===== src/rtl/i2cs_pkg.sv =====
`timescale 1ns/1ps
package i2cs_pkg;
    localparam int BYTE_BITS = 8;
    localparam int CNT_W     = $clog2(BYTE_BITS + 1);

    typedef enum logic [2:0] {
        ST_IDLE, ST_ADDR, ST_ADDR_ACK, ST_RECV,
        ST_RECV_ACK, ST_SEND, ST_SEND_ACK, ST_WAIT_STOP
    } slv_state_t;

    localparam logic [1:0] SEL_DATA   = 2'd0;
    localparam logic [1:0] SEL_STATUS = 2'd1;
    localparam logic [1:0] SEL_OWN    = 2'd2;
    localparam logic [1:0] SEL_CTRL   = 2'd3;
endpackage


===== src/rtl/i2cs_line_sync.sv =====
`timescale 1ns/1ps
module i2cs_line_sync #(
    parameter int STAGES = 2
) (
    input  logic clk,
    input  logic rst_n,
    input  logic scl_i,
    input  logic sda_i,
    output logic scl_rise,
    output logic scl_fall,
    output logic bus_start,
    output logic bus_stop,
    output logic sda_level
);
    logic [1:0] raw;
    logic [1:0] synced;
    logic       scl_q, sda_q;

    assign raw = {scl_i, sda_i};

    for (genvar g = 0; g < 2; g++) begin : g_line
        logic [STAGES-1:0] pipe;
        always_ff @(posedge clk or negedge rst_n) begin
            if (!rst_n) pipe <= '1;
            else        pipe <= {pipe[STAGES-2:0], raw[g]};
        end
        assign synced[g] = pipe[STAGES-1];
    end

    always_ff @(posedge clk or negedge rst_n) begin
        if (!rst_n) begin
            scl_q <= 1'b1;
            sda_q <= 1'b1;
        end else begin
            scl_q <= synced[1];
            sda_q <= synced[0];
        end
    end

    assign sda_level = synced[0];
    assign scl_rise  = synced[1] & ~scl_q;
    assign scl_fall  = ~synced[1] & scl_q;
    assign bus_start = synced[1] & scl_q & sda_q & ~synced[0];
    assign bus_stop  = synced[1] & scl_q & ~sda_q & synced[0];
endmodule


===== src/rtl/i2cs_fsm.sv =====
`timescale 1ns/1ps
module i2cs_fsm
    import i2cs_pkg::*;
#(
    parameter logic [6:0] SEG_ADDR = 7'h30
) (
    input  logic       clk,
    input  logic       rst_n,
    input  logic       scl_rise,
    input  logic       scl_fall,
    input  logic       bus_start,
    input  logic       bus_stop,
    input  logic       sda_level,
    input  logic [6:0] own_addr,
    input  logic       own_en,
    input  logic       seg_en,
    input  logic       ack_en,
    input  logic [7:0] tx_byte,
    output logic       sda_low,
    output logic       ev_match,
    output logic       rw_bit,
    output logic       ev_rx,
    output logic [7:0] rx_byte,
    output logic       ev_tx,
    output logic       nack_bit,
    output logic       ev_misplaced
);
    slv_state_t       state;
    logic [CNT_W-1:0] cnt;
    logic [7:0]       shreg, txsh;
    logic             hit, misplaced;

    assign hit = (own_en && shreg[7:1] == own_addr) || (seg_en && shreg[7:1] == SEG_ADDR);
    assign misplaced = (bus_start || bus_stop) && (cnt >= CNT_W'(2)) &&
                       (state == ST_ADDR || state == ST_RECV || state == ST_SEND);

    always_ff @(posedge clk or negedge rst_n) begin
        if (!rst_n) begin
            state <= ST_IDLE;  cnt <= '0;  shreg <= '0;  txsh <= '0;
            rw_bit <= 1'b0;    nack_bit <= 1'b0;  rx_byte <= '0;
            ev_match <= 1'b0;  ev_rx <= 1'b0;  ev_tx <= 1'b0;  ev_misplaced <= 1'b0;
        end else begin
            ev_match <= 1'b0;  ev_rx <= 1'b0;  ev_tx <= 1'b0;  ev_misplaced <= 1'b0;
            if (bus_stop) begin
                state <= ST_IDLE;  cnt <= '0;  ev_misplaced <= misplaced;
            end else if (bus_start) begin
                state <= ST_ADDR;  cnt <= '0;  ev_misplaced <= misplaced;
            end else begin
                unique case (state)
                    ST_IDLE, ST_WAIT_STOP: ;
                    ST_ADDR: begin
                        if (scl_rise) begin
                            shreg <= {shreg[6:0], sda_level};
                            cnt   <= cnt + 1'b1;
                        end else if (scl_fall && cnt == CNT_W'(BYTE_BITS)) begin
                            cnt <= '0;
                            if (hit) begin
                                state    <= ST_ADDR_ACK;
                                ev_match <= 1'b1;
                                rw_bit   <= shreg[0];
                            end else begin
                                state <= ST_WAIT_STOP;
                            end
                        end
                    end
                    ST_ADDR_ACK: begin
                        if (scl_fall) begin
                            if (rw_bit) begin
                                state <= ST_SEND;
                                txsh  <= tx_byte;
                            end else begin
                                state <= ST_RECV;
                            end
                        end
                    end
                    ST_RECV: begin
                        if (scl_rise) begin
                            shreg <= {shreg[6:0], sda_level};
                            cnt   <= cnt + 1'b1;
                        end else if (scl_fall && cnt == CNT_W'(BYTE_BITS)) begin
                            cnt     <= '0;
                            ev_rx   <= 1'b1;
                            rx_byte <= shreg;
                            state   <= ack_en ? ST_RECV_ACK : ST_WAIT_STOP;
                        end
                    end
                    ST_RECV_ACK: if (scl_fall) state <= ST_RECV;
                    ST_SEND: begin
                        if (scl_rise) begin
                            cnt <= cnt + 1'b1;
                        end else if (scl_fall) begin
                            if (cnt == CNT_W'(BYTE_BITS)) begin
                                cnt   <= '0;
                                state <= ST_SEND_ACK;
                            end else begin
                                txsh <= {txsh[6:0], 1'b0};
                            end
                        end
                    end
                    ST_SEND_ACK: begin
                        if (scl_rise) begin
                            nack_bit <= sda_level;
                            ev_tx    <= 1'b1;
                        end else if (scl_fall) begin
                            if (nack_bit) begin
                                state <= ST_WAIT_STOP;
                            end else begin
                                state <= ST_SEND;
                                txsh  <= tx_byte;
                            end
                        end
                    end
                endcase
            end
        end
    end

    always_comb begin
        unique case (state)
            ST_ADDR_ACK, ST_RECV_ACK: sda_low = 1'b1;
            ST_SEND:                  sda_low = ~txsh[7];
            default:                  sda_low = 1'b0;
        endcase
    end

    a_r3_match_needs_enable: assert property (@(posedge clk) disable iff (!rst_n)
        ev_match |-> (own_en || seg_en));
    a_r10_error_ends_byte: assert property (@(posedge clk) disable iff (!rst_n)
        ev_misplaced |-> (state == ST_IDLE || state == ST_ADDR));
    a_r9_release_after_nack: assert property (@(posedge clk) disable iff (!rst_n)
        (state == ST_SEND_ACK && scl_fall && nack_bit && !bus_start && !bus_stop) |=> !sda_low);
endmodule


===== src/rtl/i2cs_regs.sv =====
`timescale 1ns/1ps
module i2cs_regs
    import i2cs_pkg::*;
(
    input  logic       clk,
    input  logic       rst_n,
    input  logic [1:0] cpu_sel,
    input  logic       cpu_wr,
    input  logic       cpu_rd,
    input  logic [7:0] cpu_wdata,
    output logic [7:0] cpu_rdata,
    output logic       irq,
    input  logic       bus_start,
    input  logic       bus_stop,
    input  logic       ev_match,
    input  logic       rw_bit,
    input  logic       ev_rx,
    input  logic [7:0] rx_byte,
    input  logic       ev_tx,
    input  logic       nack_bit,
    input  logic       ev_misplaced,
    output logic [6:0] own_addr,
    output logic       own_en,
    output logic       seg_en,
    output logic       ack_en,
    output logic [7:0] tx_byte,
    output logic       busy
);
    logic       f_start, f_match, f_done, f_tx, f_stop, f_err, f_nack, irq_en;
    logic [7:0] rx_q, status;
    logic       status_rd, data_acc;

    assign status_rd = cpu_rd && cpu_sel == SEL_STATUS;
    assign data_acc  = (cpu_rd || cpu_wr) && cpu_sel == SEL_DATA;
    assign status    = {f_nack, f_err, f_stop, f_tx, f_done, f_match, f_start, busy};

    always_ff @(posedge clk or negedge rst_n) begin
        if (!rst_n) begin
            busy <= 1'b0;  f_start <= 1'b0;  f_match <= 1'b0;  f_done <= 1'b0;
            f_tx <= 1'b0;  f_stop <= 1'b0;   f_err <= 1'b0;    f_nack <= 1'b0;
            rx_q <= '0;    tx_byte <= '0;    own_addr <= '0;   own_en <= 1'b0;
            seg_en <= 1'b0; irq_en <= 1'b0;  ack_en <= 1'b0;
        end else begin
            if (bus_start)     busy <= 1'b1;
            else if (bus_stop) busy <= 1'b0;
            f_start <= bus_start    | (f_start & ~status_rd);
            f_stop  <= bus_stop     | (f_stop  & ~status_rd);
            f_match <= ev_match     | (f_match & ~status_rd);
            f_err   <= ev_misplaced | (f_err   & ~status_rd);
            f_done  <= ev_rx | ev_tx | (f_done & ~data_acc);
            if (ev_tx)          f_nack <= nack_bit;
            else if (status_rd) f_nack <= 1'b0;
            if (ev_match)      f_tx <= rw_bit;
            else if (bus_stop) f_tx <= 1'b0;
            if (ev_rx) rx_q <= rx_byte;
            if (cpu_wr) begin
                unique case (cpu_sel)
                    SEL_DATA:   tx_byte <= cpu_wdata;
                    SEL_STATUS: ;
                    SEL_OWN:    {own_en, own_addr} <= cpu_wdata;
                    SEL_CTRL:   {ack_en, irq_en, seg_en} <= cpu_wdata[2:0];
                endcase
            end
        end
    end

    always_comb begin
        unique case (cpu_sel)
            SEL_DATA:   cpu_rdata = rx_q;
            SEL_STATUS: cpu_rdata = status;
            SEL_OWN:    cpu_rdata = {own_en, own_addr};
            SEL_CTRL:   cpu_rdata = {5'b0, ack_en, irq_en, seg_en};
        endcase
    end

    assign irq = irq_en & (f_match | f_done | f_stop | f_err);

    a_r2_busy_on_start: assert property (@(posedge clk) disable iff (!rst_n)
        bus_start |=> busy);
    a_r2_free_on_stop: assert property (@(posedge clk) disable iff (!rst_n)
        bus_stop |=> !busy);
    a_r7_done_holds: assert property (@(posedge clk) disable iff (!rst_n)
        (f_done && !data_acc) |=> f_done);
    a_r8_dir_from_match: assert property (@(posedge clk) disable iff (!rst_n)
        ev_match |=> (f_tx == $past(rw_bit)));
endmodule


===== src/rtl/i2cs_regslave.sv =====
`timescale 1ns/1ps
module i2cs_regslave
    import i2cs_pkg::*;
#(
    parameter int         SYNC_STAGES = 2,
    parameter logic [6:0] SEG_ADDR    = 7'h30
) (
    input  logic       clk,
    input  logic       rst_n,
    input  logic       scl_i,
    input  logic       sda_i,
    output logic       sda_drive_low,
    input  logic [1:0] cpu_sel,
    input  logic       cpu_wr,
    input  logic       cpu_rd,
    input  logic [7:0] cpu_wdata,
    output logic [7:0] cpu_rdata,
    output logic       irq
);
    logic       scl_rise, scl_fall, bus_start, bus_stop, sda_level;
    logic       ev_match, rw_bit, ev_rx, ev_tx, nack_bit, ev_misplaced;
    logic [7:0] rx_byte, tx_byte;
    logic [6:0] own_addr;
    logic       own_en, seg_en, ack_en, busy;

    i2cs_line_sync #(.STAGES(SYNC_STAGES)) u_sync (
        .clk(clk), .rst_n(rst_n), .scl_i(scl_i), .sda_i(sda_i),
        .scl_rise(scl_rise), .scl_fall(scl_fall),
        .bus_start(bus_start), .bus_stop(bus_stop), .sda_level(sda_level)
    );

    i2cs_fsm #(.SEG_ADDR(SEG_ADDR)) u_fsm (
        .clk(clk), .rst_n(rst_n), .scl_rise(scl_rise), .scl_fall(scl_fall),
        .bus_start(bus_start), .bus_stop(bus_stop), .sda_level(sda_level),
        .own_addr(own_addr), .own_en(own_en), .seg_en(seg_en), .ack_en(ack_en),
        .tx_byte(tx_byte), .sda_low(sda_drive_low), .ev_match(ev_match),
        .rw_bit(rw_bit), .ev_rx(ev_rx), .rx_byte(rx_byte), .ev_tx(ev_tx),
        .nack_bit(nack_bit), .ev_misplaced(ev_misplaced)
    );

    i2cs_regs u_regs (
        .clk(clk), .rst_n(rst_n), .cpu_sel(cpu_sel), .cpu_wr(cpu_wr),
        .cpu_rd(cpu_rd), .cpu_wdata(cpu_wdata), .cpu_rdata(cpu_rdata), .irq(irq),
        .bus_start(bus_start), .bus_stop(bus_stop), .ev_match(ev_match),
        .rw_bit(rw_bit), .ev_rx(ev_rx), .rx_byte(rx_byte), .ev_tx(ev_tx),
        .nack_bit(nack_bit), .ev_misplaced(ev_misplaced), .own_addr(own_addr),
        .own_en(own_en), .seg_en(seg_en), .ack_en(ack_en), .tx_byte(tx_byte),
        .busy(busy)
    );

    a_r1_drive_only_when_busy: assert property (@(posedge clk) disable iff (!rst_n)
        sda_drive_low |-> busy);
endmodule


===== config.mk =====
export PLATFORM = sky130hd
export DESIGN_NAME = i2cs_regslave
export DESIGN_NICKNAME = d
export VERILOG_FILES = /design/src/rtl/i2cs_pkg.sv /design/src/rtl/i2cs_line_sync.sv /design/src/rtl/i2cs_fsm.sv /design/src/rtl/i2cs_regs.sv /design/src/rtl/i2cs_regslave.sv
export SDC_FILE = /design/constraint.sdc
export NUM_CORES = 1
export LEC_CHECK = 0
export CAP_MARGIN = 20
export CORE_MARGIN = 10
export CORE_UTILIZATION = 45
export DETAILED_ROUTE_END_ITERATION = 10
export HOLD_SLACK_MARGIN = 0.15
export REMOVE_ABC_BUFFERS = 1
export SLEW_MARGIN = 25
export SYNTH_ARGS = -nofsm -noshare
export SYNTH_HDL_FRONTEND = slang
export SYNTH_SLANG_ARGS = --single-unit

===== constraint.sdc =====
create_clock -name clk -period 2.3 [get_ports clk]
set_input_delay 0.345 -clock clk [delete_from_list [all_inputs] [get_ports clk]]
set_output_delay 0.345 -clock clk [all_outputs]
set_load 0.005 [all_outputs]

==> flow_metrics.py, run 1 <==
metrics = {
    "status": {
        "status": "complete, no violations",
    },
    "placement": {
        "portBuffers": 25,
        "dp_slack_ns": -0.00535,
        "routabilityCongestion": 0.805,
        "dp_hpwl_mm": 5.40,
        "placed_cells": 414,
    },
    "sta": {
        "final.setup.tns_ns": 0,
        "timing.final.crit_period_ns": 2.26,
        "fin_crit_sh_pct": 98.0,
        "finalSetupViolCount": 0,
        "drv_slew": 0,
        "timing_worst_slew_pin_value_ns": 0.495,
        "fin_ws_ns": 0.0449,
        "clock.fmax_mhz": 443,
        "slew_headroom_pct": 67.0,
        "fin_worst_skew_ns": 0.00984,
        "rsz0062_at_grt": "no",
        "finalHoldViolations": 0,
    },
    "global_routing": {
        "grt_pass1_wl_mm": 12.2,
        "antenna_found_initial": 0,
        "grt_pass1_vias": 2280,
        "grt_max_degree": 37,
        "grtUsageTotal_pct": 13.1,
        "grt-ovfl-total": 0,
    },
    "yosys": {
        "synth_cell_types": 46,
        "synth_cells": 283,
        "syn_avg_cell_area_um2": 12.6,
        "synthArstFlopShare_pct": 100,
        "ys.flop_type": "dfrtp_1",
        "ys_seq_area_share_pct": 54.9,
        "synthesis.area_um2": 3570,
        "yosysWarnings": 0,
        "synth_edf_count": 0,
        "yosys_register_bits": 78,
    },
    "layout": {
        "layout-drive-gt1-share_pct": 30.8,
        "diodes": 0,
        "nFillCells": 668,
        "syn2layout_area_growth_pct": 19.7,
        "most-common-layout-cells": "72 x dfrtp_1, 58 x mux2_2, 22 x nand2_1, 22 x clkdlybuf4s50_1, 19 x o21ai_0",
        "fin_util_pct": 55.2,
        "final_common_cell": "dfrtp_1",
        "final_cells": 430,
        "layout.nets": 343,
    },
    "clocking": {
        "cts_buffer_depth": 2,
        "htree_levels": 3,
        "insertion_delay_ns": 0.34,
        "cts_buffers": 9,
        "cts_root_buf": "clkbuf_8",
        "cts_tree": "yes",
        "clk_pin_slew_ns": 0.08,
        "cts.sinks": 78,
    },
    "critical_path": {
        "startpoint_type": "input pin",
        "path_cells": "clkdlybuf4s50_1 > buf_6 > mux4_2 > clkdlybuf4s50_1",
        "path_class": "in -> out",
        "cpMostUsedCell": "clkdlybuf4s50_1",
        "critical_path.max_stage_delay_ns": 0.49,
        "cp_slowest_cell": "mux4_2",
        "worstPathArrival_ns": 1.91,
        "cp_max_fo": 9,
        "critPathCaptureType": "primary output",
        "cp.required_ns": 1.96,
    },
    "die": {
        "fp.dieH_um": 109,
        "ios": 26,
        "dieArea_um2": 11900,
        "dieWidth_um": 109,
        "fp-row-count": 32,
        "coreArea_um2": 7730,
        "initial_core_util_pct": 46.1,
    },
    "power": {
        "power_density_nw_per_um2": 910,
        "p_leak_uw": 0.00193,
        "irDropWorstVdd_mv": 0.543,
    },
    "min_path": {
        "hp-class": "reg -> reg",
    },
    "drt": {
        "wirelength_mm": 7.48,
        "drt_iter0_drc": 121,
        "drc": 0,
        "first_pass_iters": 5,
        "drtAntennaViolNets": 0,
        "vias": 2324,
        "routedWlPerCell_um": 17.4,
        "via_per_inst": 5.40,
    },
    "job": {
        "cap_viol_max_count": 0,
    },
}
-- cells in the mapped netlist (all sizes together) (2+ instances only) --
master | n | share of area [%]
nand4b | 2 | 0.49
a31oi | 3 | 0.53
nor2b | 7 | 1.2
or3 | 2 | 0.49
dfstp | 6 | 4.4
ha | 3 | 1.1
nand2 | 22 | 2.3
o211ai | 2 | 0.42
o21ai | 19 | 2.7
mux2 | 58 | 18
xnor2 | 7 | 1.7
nor4 | 3 | 0.53
mux4 | 3 | 1.9
buf | 3 | 0.56
o21a | 4 | 0.84
dfrtp | 72 | 51
mux2i | 6 | 1.7
clkbuf | 5 | 0.53
nand3b | 4 | 0.95
nand4 | 3 | 0.53
inv | 8 | 0.84
a21oi | 3 | 0.53
nor3 | 5 | 0.70
a21boi | 2 | 0.42
nor2 | 5 | 0.53
nand3 | 6 | 0.84
nand2b | 5 | 0.88
a21o | 2 | 0.42
-- logic make-up (layout without fill, tap and decap cells) --
| family | count (synthesis) | in the layout | synth area share [%] |
|---|---|---|---|
| fa+ha+maj | 3 | 3 | 1.05 |
| xor+xnor | 8 | 8 | 1.96 |
| flops | 78 | 78 | 54.9 |
| compound gates | 43 | 43 | 7.93 |
| mux | 67 | 67 | 21.9 |
| simple gates | 68 | 68 | 10.3 |
| buf+inv | 16 | 61 | 1.93 |
-- path summary, 6_finish.rpt --
path | startpoint | end | slack (ns) | cells past startpoint
worst max-delay path | cpu_sel[0] | cpu_rdata[1] | 0.04 | 4
worst min-delay path | u_sync.g_line[0].pipe[0] | u_sync.g_line[0].pipe[1] | 0.36 | 0
worst max register to register | u_fsm.cnt[0] | u_fsm.rw_bit | 0.24 | 6
worst min register to register | u_sync.g_line[0].pipe[0] | u_sync.g_line[0].pipe[1] | 0.36 | 0
max in group asynchronous | rst_n | u_sync.sda_q | 1.16 | 3
min in group asynchronous | rst_n | u_regs.f_err | 0.49 | 2
-- cell type report --
| type | count | area [um2] | area share, % |
|---|---|---|---|
| inverters | 8 | 30.0 | 0.703 |
| clock inverters | 5 | 108 | 2.52 |
| flip-flops and latches | 78 | 1960 | 45.9 |
| clock buffers | 10 | 138 | 3.22 |
| repair buffers | 38 | 369 | 8.65 |
| well taps | 102 | 128 | 2.99 |
| multi-input cells | 189 | 1540 | 36.0 |
-- worst max-delay path, delay by kind of cell --
family	cells	cell delay [ns]
buffers and inverters	3	1.07
multiplexers	1	0.49
-- power by group --
group	total [uW]	internal [uW]	switching (uW)	leakage, uW
logic	806	457	349	0.000808
clock network	1240	748	490	0.000123
registers	1840	1590	253	0.000996
-- what timing repair did --
item	CTS	global route
setup buffers	0	0
gates cloned	0	0
resized for setup	1	2
endpoints found under the hold margin	34	0
hold buffers	1	0
endpoints found under the setup margin	1	2
-- registers in the layout (all words and copies together), names as in the netlist, 3 cells and up --
signal              count
u_fsm.shreg             8
u_regs.own_addr         7
u_fsm.rx_byte           8
u_regs.rx_q             8
u_fsm.state             3
u_regs.tx_byte          8
u_fsm.cnt               4
u_fsm.txsh              8
u_sync.g_line.pipe      4
-- layer usage --
| metal | vias up | track usage (%) | part of all wire (%) |
|---|---|---|---|
| li1 | 1104 | - | - |
| met1 | 1167 | 18.7 | 51 |
| met2 | 45 | 19.1 | 44 |
| met3 | 8 | 3.83 | 4.3 |
| met4 | 0 | 3.39 | 0.96 |
| met5 | - | 0 | 0 |
-- metrics by stage --
step | hold WS, ns | total power, uW | instance area (um2)
2_1_floorplan | 0.0494 | 2330 | 3530
3_3_place_gp | 0.334 | 2660 | 4010
3_5_place_dp | 0.334 | 2670 | 4010
4_1_cts | 0.360 | 3920 | 4260
5_1_grt | 0.364 | 4100 | 4270
6_report | 0.358 | 3890 | 4270
Note: power is estimated with default switching activity, not from simulation.
==> inputs of run 2 (changes only) <==
--- a/config.mk
+++ b/config.mk
@@ -5,7 +5,9 @@
 export SDC_FILE = /design/constraint.sdc
 export NUM_CORES = 1
 export LEC_CHECK = 0
+export ABC_CLOCK_PERIOD_IN_PS = 2300
 export CAP_MARGIN = 20
+export CORE_ASPECT_RATIO = 1.4
 export CORE_MARGIN = 10
 export CORE_UTILIZATION = 45
 export DETAILED_ROUTE_END_ITERATION = 10
==> flow_metrics.py, run 2 (synthesis results as in run 1) <==
metrics = {
    "job": {
        "cap_viol_max_count": 0,
    },
    "critical_path": {
        "r2r_slack_ns": 0.37,
        "crit_cells": 3,
        "critPathCaptureType": "primary output",
        "crit_start": "u_fsm.state[0]",
        "r2r_cells": 6,
        "crit_buf_inv": 1,
        "cp-endpoint": "sda_drive_low",
        "cp.required_ns": 1.96,
        "path_class": "reg -> out",
        "r2r_end": "u_fsm.rw_bit",
        "worstPathArrival_ns": 1.82,
        "rr_startpoint": "u_fsm.cnt[1]",
        "cp_max_fo": 11,
        "critical_path.max_stage_delay_ns": 0.50,
        "startpoint_type": "register",
        "cp_slowest_cell": "dfrtp_1",
        "path_cells": "nor2b_1 > mux2_2 > clkdlybuf4s50_1",
        "crit_family": "flip-flops",
    },
    "layout": {
        "nFillCells": 691,
        "final_common_cell": "dfrtp_1",
        "syn2layout_area_growth_pct": 18.2,
        "diodes": 0,
        "layout.nets": 342,
        "layout-drive-gt1-share_pct": 30.5,
        "multi_input_area_um2": 1540,
        "seq_area_um2": 1960,
        "most-common-layout-cells": "72 x dfrtp_1, 58 x mux2_2, 22 x nand2_1, 22 x clkdlybuf4s50_1, 18 x o21ai_0",
    },
    "power": {
        "irDropWorstVdd_mv": 0.450,
        "power_density_nw_per_um2": 871,
        "p_leak_uw": 0.00189,
    },
    "sta": {
        "timing.final.crit_period_ns": 2.17,
        "slew_headroom_pct": 70.6,
        "fin_worst_skew_ns": 0.00535,
        "finalHoldViolations": 0,
        "finalSetupViolCount": 0,
        "drv_slew": 0,
        "fin_crit_sh_pct": 94.2,
        "rsz0062_at_grt": "no",
        "clock.fmax_mhz": 462,
        "fin_ws_ns": 0.134,
        "timing_worst_slew_pin_value_ns": 0.441,
        "final.setup.tns_ns": 0,
    },
    "placement": {
        "dp_hpwl_mm": 5.43,
        "dp_slack_ns": -0.0410,
        "portBuffers": 25,
        "routabilityCongestion": 0.787,
    },
    "global_routing": {
        "grt-ovfl-total": 0,
        "grt_max_degree": 79,
        "grtUsageTotal_pct": 13.4,
        "antenna_found_initial": 0,
        "met3_usage_pct": 3.83,
        "grt_pass1_vias": 2348,
        "grt_util_met2_pct": 21.4,
        "grt_pass1_wl_mm": 12.3,
        "gr-usage-met1_pct": 16.1,
        "busiest_layer": "met2",
    },
    "die": {
        "initial_core_util_pct": 46.0,
        "ios": 26,
        "fp.dieH_um": 125,
        "fp-row-count": 38,
        "dieWidth_um": 95.2,
        "coreArea_um2": 7750,
        "dieArea_um2": 11900,
    },
    "drt": {
        "drtAntennaViolNets": 0,
        "drt_iter0_drc": 99,
        "first_pass_iters": 4,
        "drc": 0,
        "vias": 2330,
        "wirelength_mm": 7.42,
        "routedWlPerCell_um": 17.3,
        "via_per_inst": 5.44,
    },
    "clocking": {
        "cts_buffer_depth": 2,
        "cts_tree": "yes",
        "cts.sinks": 78,
        "clk_pin_slew_ns": 0.07,
        "htree_levels": 3,
        "insertion_delay_ns": 0.35,
        "cts_buffers": 9,
        "cts_root_buf": "clkbuf_8",
    },
    "min_path": {
        "min_from": "u_sync.g_line[1].pipe[0]",
        "hp-class": "reg -> reg",
    },
    "status": {
        "status": "complete, no violations",
    },
}
run 2: layout make-up:
cell class | instances | share of cell area, %
Inverter | 8 | 0.712
Sequential cell | 78 | 46.5
Timing Repair Buffer | 37 | 8.52
Multi-Input combinational cell | 189 | 36.5
Clock inverter | 3 | 1.01
Clock buffer | 13 | 3.77
Tap cell | 100 | 2.97
run 2: repair_timing:
| item | in CTS | in global routing |
|---|---|---|
| hold buffers | 1 | 0 |
| endpoints found under the setup margin | 8 | 5 |
| gates resized for setup | 2 | 3 |
| hold endpoints to repair | 72 | 0 |
| cloned | 0 | 1 |
| buffers inserted | 0 | 1 |
run 2: where the power goes:
part           leakage [uW]  switching [uW]  total, uW  internal, uW
registers          0.000996             266       1850          1590
clock network     0.0000996             479       1040           560
logic              0.000798             329        778           448
total               0.00189            1070       3670          2600
run 2: metal layers:
layer | share of wire, % | routed length, um
met1 | 42 | 3120
met2 | 51 | 3780
met3 | 5.5 | 406
met4 | 1.6 | 119
met5 | 0 | 0
run 2: through the flow:
step / instances / utilization (%) / instance area [um2] / total power, uW / hold slack (ns)
final: 428 / 54.4 / 4220 / 3670 / 0.358
after global routing: 428 / 54.4 / 4220 / 3910 / 0.360
after CTS: 426 / 54.2 / 4200 / 3720 / 0.358
after detailed placement: 409 / 51.4 / 3980 / 2660 / 0.347
after global placement: 409 / 51.4 / 3980 / 2640 / 0.347
after floorplan: 275 / - / 3530 / 2330 / 0.0494
run 2: worst min-delay path by stage:
stage / endpoint / slack [ns] / depth (start not counted)
5_1_grt: u_sync.g_line[1].pipe[1] / 0.36 / 0
6_report: u_sync.g_line[1].pipe[1] / 0.36 / 0
4_1_cts: u_sync.g_line[1].pipe[1] / 0.36 / 0
3_5_place_dp: u_sync.g_line[1].pipe[1] / 0.35 / 0
3_3_place_gp: u_sync.g_line[0].pipe[1] / 0.35 / 0
2_1_floorplan: u_fsm.cnt[0] / 0.05 / 0
run 2: worst register-to-register path, stage by stage (launching register included):
cell and delay (ns):
dfrtp_1 0.44, inv_1 0.10, ha_1 0.14, nand3b_1 0.16, or3_4 0.42, or4_1 0.53
nand3_1 0.09
